### src/rtl/spim_pkg.sv
package spim_pkg;
  typedef enum logic [1:0] {
    RATE_DIV_A = 2'd0,
    RATE_DIV_B = 2'd1,
    RATE_DIV_C = 2'd2,
    RATE_TMR   = 2'd3
  } rate_e;

  typedef struct packed {
    logic  cpol;
    logic  early;
    logic  smp_end;
    rate_e rate;
  } xfer_cfg_t;
endpackage

### src/rtl/spim_rate_gen.sv
module spim_rate_gen
  import spim_pkg::*;
#(
  parameter int DIV_A = 4,
  parameter int DIV_B = 16,
  parameter int DIV_C = 64
) (
  input  logic  clk,
  input  logic  rst_n,
  input  logic  run,
  input  rate_e rate,
  input  logic  tmr_tick,
  output logic  half_tick
);
  localparam int HALF_A = DIV_A / 2;
  localparam int HALF_B = DIV_B / 2;
  localparam int HALF_C = DIV_C / 2;
  localparam int CW     = (HALF_C > 2) ? $clog2(HALF_C) : 1;

  logic [CW-1:0] cnt, limit;

  always_comb begin
    unique case (rate)
      RATE_DIV_A: limit = CW'(HALF_A - 1);
      RATE_DIV_B: limit = CW'(HALF_B - 1);
      default:    limit = CW'(HALF_C - 1);
    endcase
  end

  always_ff @(posedge clk or negedge rst_n) begin
    if (!rst_n)                         cnt <= '0;
    else if (!run || rate == RATE_TMR)  cnt <= '0;
    else if (cnt == limit)              cnt <= '0;
    else                                cnt <= cnt + 1'b1;
  end

  assign half_tick = run && ((rate == RATE_TMR) ? tmr_tick : (cnt == limit));

  // the prescale count never passes the selected half-bit length
  a_r2_cnt_bound: assert property (@(posedge clk) disable iff (!rst_n)
    (run && rate != RATE_TMR) |-> (cnt <= limit));
endmodule

### src/rtl/spim_engine.sv
module spim_engine
  import spim_pkg::*;
#(
  parameter int BITS = 8
) (
  input  logic            clk,
  input  logic            rst_n,
  input  logic            start,
  input  logic [BITS-1:0] tx_byte,
  input  xfer_cfg_t       cfg_in,
  input  logic            half_tick,
  input  logic            sdi,
  output logic            busy,
  output xfer_cfg_t       cfg_q,
  output logic            sck,
  output logic            sdo,
  output logic            done,
  output logic [BITS-1:0] rx_byte
);
  localparam int PHASES = 2 * BITS;
  localparam int PW     = $clog2(PHASES);
  localparam logic [PW-1:0] PH_LAST = PW'(PHASES - 1);

  logic [PW-1:0]   ph;
  logic [BITS-1:0] tx_sr, rx_sr, rx_in;
  logic            active;

  assign rx_in = {rx_sr[BITS-2:0], sdi};

  always_ff @(posedge clk or negedge rst_n) begin
    if (!rst_n) begin
      busy  <= 1'b0;
      ph    <= '0;
      tx_sr <= '0;
      rx_sr <= '0;
      cfg_q <= '0;
    end else if (start) begin
      busy  <= 1'b1;
      ph    <= '0;
      tx_sr <= tx_byte;
      cfg_q <= cfg_in;
    end else if (busy && half_tick) begin
      ph <= ph + 1'b1;
      if (!ph[0]) begin
        if (!cfg_q.smp_end) rx_sr <= rx_in;
      end else begin
        if (cfg_q.smp_end) rx_sr <= rx_in;
        tx_sr <= {tx_sr[BITS-2:0], 1'b0};
        if (ph == PH_LAST) busy <= 1'b0;
      end
    end
  end

  assign done    = busy && half_tick && (ph == PH_LAST);
  assign rx_byte = cfg_q.smp_end ? rx_in : rx_sr;
  assign active  = cfg_q.early ? ph[0] : ~ph[0];
  assign sck     = busy ? (cfg_q.cpol ^ active) : cfg_in.cpol;
  assign sdo     = tx_sr[BITS-1];

  // a start is followed by a busy port
  a_r1_start_busy: assert property (@(posedge clk) disable iff (!rst_n)
    start |=> busy);
  // data only moves at bit boundaries, never at mid-bit
  a_r1_sdo_mid_stable: assert property (@(posedge clk) disable iff (!rst_n)
    (busy && half_tick && !ph[0]) |=> $stable(sdo));
  // the completing phase ends the transfer
  a_r6_done_idle: assert property (@(posedge clk) disable iff (!rst_n)
    done |=> !busy);
endmodule

### src/rtl/spim_rxbuf.sv
module spim_rxbuf #(
  parameter int BITS = 8
) (
  input  logic            clk,
  input  logic            rst_n,
  input  logic            load,
  input  logic [BITS-1:0] load_data,
  input  logic            rx_ready,
  input  logic            collide,
  input  logic            flags_clr,
  output logic            rx_valid,
  output logic [BITS-1:0] rx_data,
  output logic            irq,
  output logic            wcol,
  output logic            ovf
);
  logic take, lost;

  assign take = rx_valid && rx_ready;
  assign lost = load && rx_valid && !take;

  always_ff @(posedge clk or negedge rst_n) begin
    if (!rst_n) begin
      rx_valid <= 1'b0;
      rx_data  <= '0;
    end else if (load && !lost) begin
      rx_valid <= 1'b1;
      rx_data  <= load_data;
    end else if (take) begin
      rx_valid <= 1'b0;
    end
  end

  always_ff @(posedge clk or negedge rst_n) begin
    if (!rst_n) begin
      irq  <= 1'b0;
      wcol <= 1'b0;
      ovf  <= 1'b0;
    end else begin
      irq  <= load    | (irq  & ~flags_clr);
      wcol <= collide | (wcol & ~flags_clr);
      ovf  <= lost    | (ovf  & ~flags_clr);
    end
  end

  // an unread byte is held until taken
  a_r7_hold: assert property (@(posedge clk) disable iff (!rst_n)
    (rx_valid && !rx_ready && !load) |=> (rx_valid && $stable(rx_data)));
  // a byte arriving on a full buffer is dropped and flagged
  a_r8_keep_old: assert property (@(posedge clk) disable iff (!rst_n)
    (load && rx_valid && !rx_ready) |=> (ovf && $stable(rx_data)));
  // a set event beats a clear in the same cycle
  a_r10_set_wins: assert property (@(posedge clk) disable iff (!rst_n)
    load |=> irq);
endmodule

### src/rtl/spim_top.sv
module spim_top
  import spim_pkg::*;
#(
  parameter int BITS  = 8,
  parameter int DIV_A = 4,
  parameter int DIV_B = 16,
  parameter int DIV_C = 64
) (
  input  logic            clk,
  input  logic            rst_n,
  input  logic            cfg_cpol,
  input  logic            cfg_early,
  input  logic            cfg_smp_end,
  input  logic [1:0]      cfg_rate,
  input  logic            cfg_tx_en,
  input  logic            tmr_tick,
  input  logic            wr_en,
  input  logic [BITS-1:0] wr_data,
  output logic            rx_valid,
  input  logic            rx_ready,
  output logic [BITS-1:0] rx_data,
  output logic            busy,
  output logic            irq,
  output logic            wcol,
  output logic            ovf,
  input  logic            flags_clr,
  output logic            sck,
  output logic            sdo,
  output logic            sdo_oe,
  input  logic            sdi
);
  xfer_cfg_t       cfg_in, cfg_q;
  logic            start, collide, half_tick, done;
  logic [BITS-1:0] rx_byte;

  assign cfg_in  = '{cpol: cfg_cpol, early: cfg_early, smp_end: cfg_smp_end,
                     rate: rate_e'(cfg_rate)};
  assign start   = wr_en && !busy;
  assign collide = wr_en && busy;
  assign sdo_oe  = cfg_tx_en;

  spim_rate_gen #(.DIV_A(DIV_A), .DIV_B(DIV_B), .DIV_C(DIV_C)) u_rate (
    .clk(clk), .rst_n(rst_n), .run(busy), .rate(cfg_q.rate),
    .tmr_tick(tmr_tick), .half_tick(half_tick)
  );

  spim_engine #(.BITS(BITS)) u_eng (
    .clk(clk), .rst_n(rst_n), .start(start), .tx_byte(wr_data),
    .cfg_in(cfg_in), .half_tick(half_tick), .sdi(sdi), .busy(busy),
    .cfg_q(cfg_q), .sck(sck), .sdo(sdo), .done(done), .rx_byte(rx_byte)
  );

  spim_rxbuf #(.BITS(BITS)) u_buf (
    .clk(clk), .rst_n(rst_n), .load(done), .load_data(rx_byte),
    .rx_ready(rx_ready), .collide(collide), .flags_clr(flags_clr),
    .rx_valid(rx_valid), .rx_data(rx_data), .irq(irq), .wcol(wcol), .ovf(ovf)
  );

  // a write during a transfer is flagged
  a_r9_wcol_set: assert property (@(posedge clk) disable iff (!rst_n)
    (wr_en && busy) |=> wcol);
  // with no transfer running the clock rests at its idle level
  a_r3_idle_level: assert property (@(posedge clk) disable iff (!rst_n)
    (!busy && !start) |=> (busy || sck == cfg_cpol));
endmodule

### config.mk
export PLATFORM = sky130hd
export DESIGN_NAME = spim_top
export DESIGN_NICKNAME = d
export VERILOG_FILES = /design/src/rtl/spim_pkg.sv /design/src/rtl/spim_rate_gen.sv /design/src/rtl/spim_engine.sv /design/src/rtl/spim_rxbuf.sv /design/src/rtl/spim_top.sv
export SDC_FILE = /design/constraint.sdc
export NUM_CORES = 1
export LEC_CHECK = 0
export BUFFER_PORTS_ARGS = -buffer_cell sky130_fd_sc_hd__clkbuf_2
export CORE_MARGIN = 2
export CORE_UTILIZATION = 40
export DETAILED_ROUTE_END_ITERATION = 12
export GPL_TIMING_DRIVEN = 0
export PLACE_DENSITY = 0.57
export SLEW_MARGIN = 20
export SYNTH_ARGS = -nofsm -noshare
export SYNTH_HDL_FRONTEND = slang
export SYNTH_SLANG_ARGS = --single-unit
### constraint.sdc
create_clock -name clk -period 3.3 [get_ports clk]
set_input_delay 0 -clock clk [delete_from_list [all_inputs] [get_ports clk]]
set_output_delay 0 -clock clk [all_outputs]
set_load 0.01 [all_outputs]
======== Word level (Yosys, flattened, before mapping) ========
Index checks and enable logic that the tools add are counted.
Widths: inputs -> output; s select.
cells by class
  reductions and logical operators ........ 21
  mux-type cells .......................... 20
  add/subtract/negate cells ............... 2
  bitwise logic cells ..................... 10
  equal/unequal tests ..................... 5
operators with widths
  operator             number
  $mux 8               6
  $mux 5               2
  $pmux 5 s2           1
  $logic_and 1x1->1    9
  $mux 1               9
  $mux 4               2
  $reduce_bool 2->1    4
  $reduce_and 3->1     2
  $add 5x1->5 const B  1
  $eq 5x5->1           1
  $add 4x1->4 const B  1
  $eq 4x4->1 const B   1
  $and 1x1->1          3
  $logic_not 1->1      3
  $not 1->1            3
  $or 1x1->1           3
  $eq 2x1->1 const B   1
  $eq 2x2->1 const B   1
  $logic_not 2->1      1
  $ne 2x2->1 const B   1
  $reduce_and 2->1     1
  $logic_or 1x1->1     1
  $xor 1x1->1          1
storage, ports and cells
  output and inout port bits .............. 16
  bits in registers ....................... 43
  logic and storage cells ................. 72

======== Logic depth before layout (Yosys ltp) ========
  depth in word-level cells ............... 12
  depth in mapped cells ................... 6

======== Hierarchy ========
A second synthesis with hierarchy kept.
unflattened totals
  cells, all modules ...................... 158
  area total of the unflattened synthesis .. 2010.7 sq um
by module, submodules not included
  module         instances  cells an instance  area an instance (sq um)
  spim_engine    1          100                1232.4
  spim_rxbuf     1          28                 480.5
  spim_rate_gen  1          27                 274.0
  spim_top       1          3                  23.8

======== Worst setup path before layout ========
OpenSTA, ideal clock, no wires.
  kind .................................... flip-flop to flip-flop
  start ................................... register u_eng.busy
  end ..................................... register u_buf.rx_data[0]
  slack ................................... 1414 ps
  clock period less this slack ............ 1886 ps
  data arrival time ....................... 1761 ps
  stages on the path, launching flop included .. 7
  setup time .............................. 125 ps
  cells stage by stage .................... dfrtp_1 > a21boi_1 > nand2_1 > o31ai_4 > and2b_1 > buf_6 > mux2_4
between the ends
  word-level cells in the longest chain between the ends .. 7
RTL lines
  element                           line                 text
  start, declared                   spim_engine.sv:13    output logic busy,
  start signal, assigned            spim_engine.sv:32    busy <= 1'b0;
  start signal, assigned            spim_engine.sv:38    busy <= 1'b1;
  start signal, assigned            spim_engine.sv:49    if (ph == PH_LAST) busy <= 1'b0;
  $logic_and 1x1->1                 spim_rate_gen.sv:37  assign half_tick = run && ((rate == RATE_TMR) ? tmr_tick : (cnt == limit));
  $logic_and 1x1->1 * (2 in a row)  spim_engine.sv:54    assign done = busy && half_tick && (ph == PH_LAST);
  $logic_and 1x1->1 (2 in a row)    spim_rxbuf.sv:20     assign lost = load && rx_valid && !take;
  $logic_not 1->1                   spim_rxbuf.sv:26     end else if (load && !lost) begin
  $logic_and 1x1->1 *               spim_rxbuf.sv:26
  end signal, assigned              spim_rxbuf.sv:28     rx_data <= load_data;
  end, declared                     spim_rxbuf.sv:12     output logic [BITS-1:0] rx_data,
Mark *: on every way between the ends. The rest lies on a longest branch, timed or not.
A chain may end at the register's enable or synchronous reset.

======== Worst setup path in the final report ========
  start ................................... register u_eng.busy
  end ..................................... register u_buf.rx_data[5]
Same word-level chain as after synthesis.

==> impl_results.md <==
* Final hold vios at 0
* First-pass GRT wire length at 6.57 mm
* Die Wd at 75.2 µm
* CTS tree: yes
* Skew-Pair Late Insertion Delay at 0.30 ns
* Drc violations at 0
* Slowest CP cell: dfrtp_1
* Worst slew pin tran at roughly 0.94 ns
* CP Cell Sequence: a21boi_1, nand2_1, o31ai_4, and2b_1, buf_6, mux2_4
* Post-synthesis simple-gate area fraction at 0.0895
* Slowest cell delay on critical path at 0.46 ns
* Ys async rst share at 1.00
* Layout cell share with drive strength beyond 1 at 0.357
* WP data required at about 3.5 ns
* Power per cell area at 832 nW/µm²
* Status: complete, no violations
* ANT nets after route at 0
* Clock transition at the registers of the reported paths at roughly 0.080 ns
* Max_slew headroom at 0.371
* Max Cap Viol at 0
* Worst reg2reg path depth at 6
* Post-synthesis xor/xnor area fraction at 0.0302
* Fin crit share at 0.633
* Hold depth at 3
* CTS Buffer Depth at 2
* Port bufs at 35
* Post-Synth Adder-Cell Area at 0.0123
* Total GRT Usage at 0.156
* Power Total at 2.15 mW
* Yosys reg bits at 43
* Final setup violation count at 0
* Hold Path End: u_buf.rx_valid$_DFFE_PN0P_
* Initial DRC count at 45
* P&R area growth vs syn at 27.5%
* Max Clk Rate at 478 MHz
* Critical path buffer and inverter count at 1
* Leakage at 1.22 nW
* Yosys Warn Count at 0
* Critical Path AT at 2.27 ns
* Vias at 1400
* Vias/cell at between 4 and 5
* Fin Setup TNS at 0 ns
* Hold Startpoint: rx_ready
* Dpl hpwl at about 2.5 mm
* # IOs at 37
* Synth cell types at 31
* Gr ovfl total at 0
* Die height at between 70 and 80 µm
* RePlAce Congestion at 0.713
* Initial Util at 0.421
* H-Tree Depth at 2
* Post-CTS Setup Repair Bufs at 0
* CP delay by family, top: compound AO/OA/AOI/OAI gates
* Max-slew violations at 0
* Reg2Reg Setup Slack at 1.21 ns
* Synth Net Count at 186
* Critical Path Fanout Max at 9
* End of the worst register-to-register path: u_buf.rx_data[5]$_DFFE_PN0P_
* Number of global-route vias before repair at between 1k and 1.5k
* CP startpoint: u_eng.busy$_DFFE_PN0P_
* Synth Flop Type: dfrtp_1
* Clock Sinks at 43
* Post-Syn Area per Cell at between 10 and 15 µm²
* Die area at 5660 µm²
* Unrepaired setup endpoints after global routing: false
* DRT Pass-1 Iters at 4
* Peak supply drop at 0.360 mV
* Fillers at 432
* Complex-gate fraction of the synthesized area at 0.0925
* Critical path depth in cells at 6
* Final Skew at 0.0101 ns
* Multiplexer area fraction after synthesis at 0.215
* Min Tclk post-route at 2.09 ns
* Met3 Usage GRT at 0.0428
* Clk root buf: clkbuf_8
* Fin Hold WS at roughly 0.043 ns
* Most used routing layer in global routing: met2
* Sequential-to-total area share from yosys stat at 0.531
* Min-delay worst type: in -> reg
* Cts bufs inserted at 5
* Mapped Area at 2030 µm²
* Nets at between 200 and 250
* Ant diodes at 0
* Post-Syn Instances at 163
* Largest family of logic cells by synthesized area: multiplexers
* Final wirelength at 3.72 mm
* EDFF count, synth at 0
* GR Util met1 at 0.205
* Setup crit end kind: flip-flop
* Floorplan row count at 25
* Worst setup SP type: flip-flop
* Antenna violations before repair at 0
* Drt wl/cell at 12.8 µm
* R2r startpoint: u_eng.busy$_DFFE_PN0P_
* Met2 Use GR at 0.239
* Core Area at 4820 µm²
* Largest net degree at the start of global routing at 44
* Crit path kind: reg -> reg
[synth_stat cells, types with 2 or more instances]
master    instances  share of area
nor2_1           16          0.030
ha_1              2          0.012
nand2_1           8          0.015
mux2_2           21           0.12
a21oi_1          10          0.025
inv_1             7          0.013
mux2i_1           8          0.039
nand3_1           4         0.0099
xnor2_1           3          0.013
mux2_4            8          0.059
o22ai_1           3         0.0093
dfrtp_1          43           0.53
xor2_1            4          0.017
nand2b_1          2         0.0062
o21ai_0           4         0.0099
nand4_1           3         0.0093
clkbuf_1          3         0.0056
[power breakdown]
part	total [mW]	internal (mW)	switching, mW
Sequential	0.896	0.725	0.171
Clock	0.423	0.245	0.178
Combinational	0.832	0.439	0.393
Total	2.15	1.41	0.742
[worst register-to-register path, cell delays in order, from the launching register on]
cell and delay (ns):
dfrtp_1 0.46, a21boi_1 0.34, nand2_1 0.15, o31ai_4 0.37
and2b_1 0.20, buf_6 0.16, mux2_4 0.31
[per-layer routing]
metal	wire length (µm)	up-vias	share of wire
met2	1720	30	0.46
met5	0	-	0
met3	180	9	0.048
met1	1730	675	0.46
met4	88	0	0.024
li1	-	686	-
[registers in the layout, summed over array words and instances, names as in the netlist]
register,flops
u_buf.irq,1
u_buf.ovf,1
u_buf.rx_data,8
u_buf.rx_valid,1
u_buf.wcol,1
u_eng.busy,1
u_eng.cfg_q,5
u_eng.ph,4
u_eng.rx_sr,8
u_eng.tx_sr,8
u_rate.cnt,5
[cell type report]
| type | instances | area, µm² | share of cell area |
|---|---|---|---|
| plain buffers | 6 | 33.8 | 0.0131 |
| well taps | 67 | 83.8 | 0.0324 |
| repair buffers | 53 | 355 | 0.137 |
| clock buffers | 6 | 82.6 | 0.0319 |
| multi-input cells | 107 | 892 | 0.345 |
| flip-flops and latches | 43 | 1080 | 0.416 |
| clock inverters | 2 | 35.0 | 0.0136 |
| inverters | 7 | 26.3 | 0.0102 |
[stage by stage]
| step | worst slack (ns) | std cells | instance area [µm²] | util |
|---|---|---|---|---|
| after detailed placement | 1.21 | 265 | 2290 | 0.475 |
| after global routing | 1.00 | 291 | 2580 | 0.537 |
| after floorplan | 1.41 | 163 | 2030 | - |
| after CTS | 1.19 | 291 | 2580 | 0.537 |
| final | 1.21 | 291 | 2580 | 0.537 |
| after global placement | 1.26 | 265 | 2290 | 0.475 |
[cell usage in the layout (no fill, tap or decap)]
cell           Yosys  final
ha_1               2      2
a221oi_4           1      1
o21ai_0            4      4
clkbuf_2           0     34
buf_6              1      1
nand2_1            8      8
and2b_1            1      1
buf_4              1      1
buf_2              0      1
nand3_1            4      4
a21oi_1           10     10
mux2_2            21     21
nor2b_2            1      1
bufinv_16          0      1
xor2_1             4      4
inv_1              7      7
nor2_1            16     16
buf_1              1      1
o22ai_1            3      3
dfrtp_1           43     43
nand2b_1           2      2
mux2_4             8      8
xnor2_1            3      3
clkinv_2           0      1
mux2i_1            8      8
a21boi_1           1      1
nand4_1            3      3
o32ai_4            1      1
and2_1             1      1
o31ai_4            1      1
clkbuf_1           3      3
nand2_2            1      1
and4_4             1      1
o31ai_1            1      1
o22a_1             1      1
dlygate4sd3_1      0     18
clkbuf_8           0      6
[cell families after synthesis]
group | Yosys count
DFF | 43
and+or+nand+nor | 38
adders and majority gates | 2
AOI/OAI and AO/OA | 23
muxes | 37
xor gates and xnor gates | 7
buffers and inverters | 13
[worst max-delay path by stage]
stage / endpoint / slack, ns
after floorplan: u_buf.rx_data[0]$_DFFE_PN0P_ / 1.41
after global placement: u_buf.rx_data[1]$_DFFE_PN0P_ / 1.26
after detailed placement: u_buf.rx_data[3]$_DFFE_PN0P_ / 1.21
after CTS: u_buf.rx_data[3]$_DFFE_PN0P_ / 1.19
after global routing: u_buf.rx_data[6]$_DFFE_PN0P_ / 1.00
final: u_buf.rx_data[5]$_DFFE_PN0P_ / 1.21
[what timing repair did]
action,CTS,global route
hold buffers,18,0
endpoints found under the hold margin,61,0
gates resized for setup,0,0
Power figures use the tool's default switching activity.
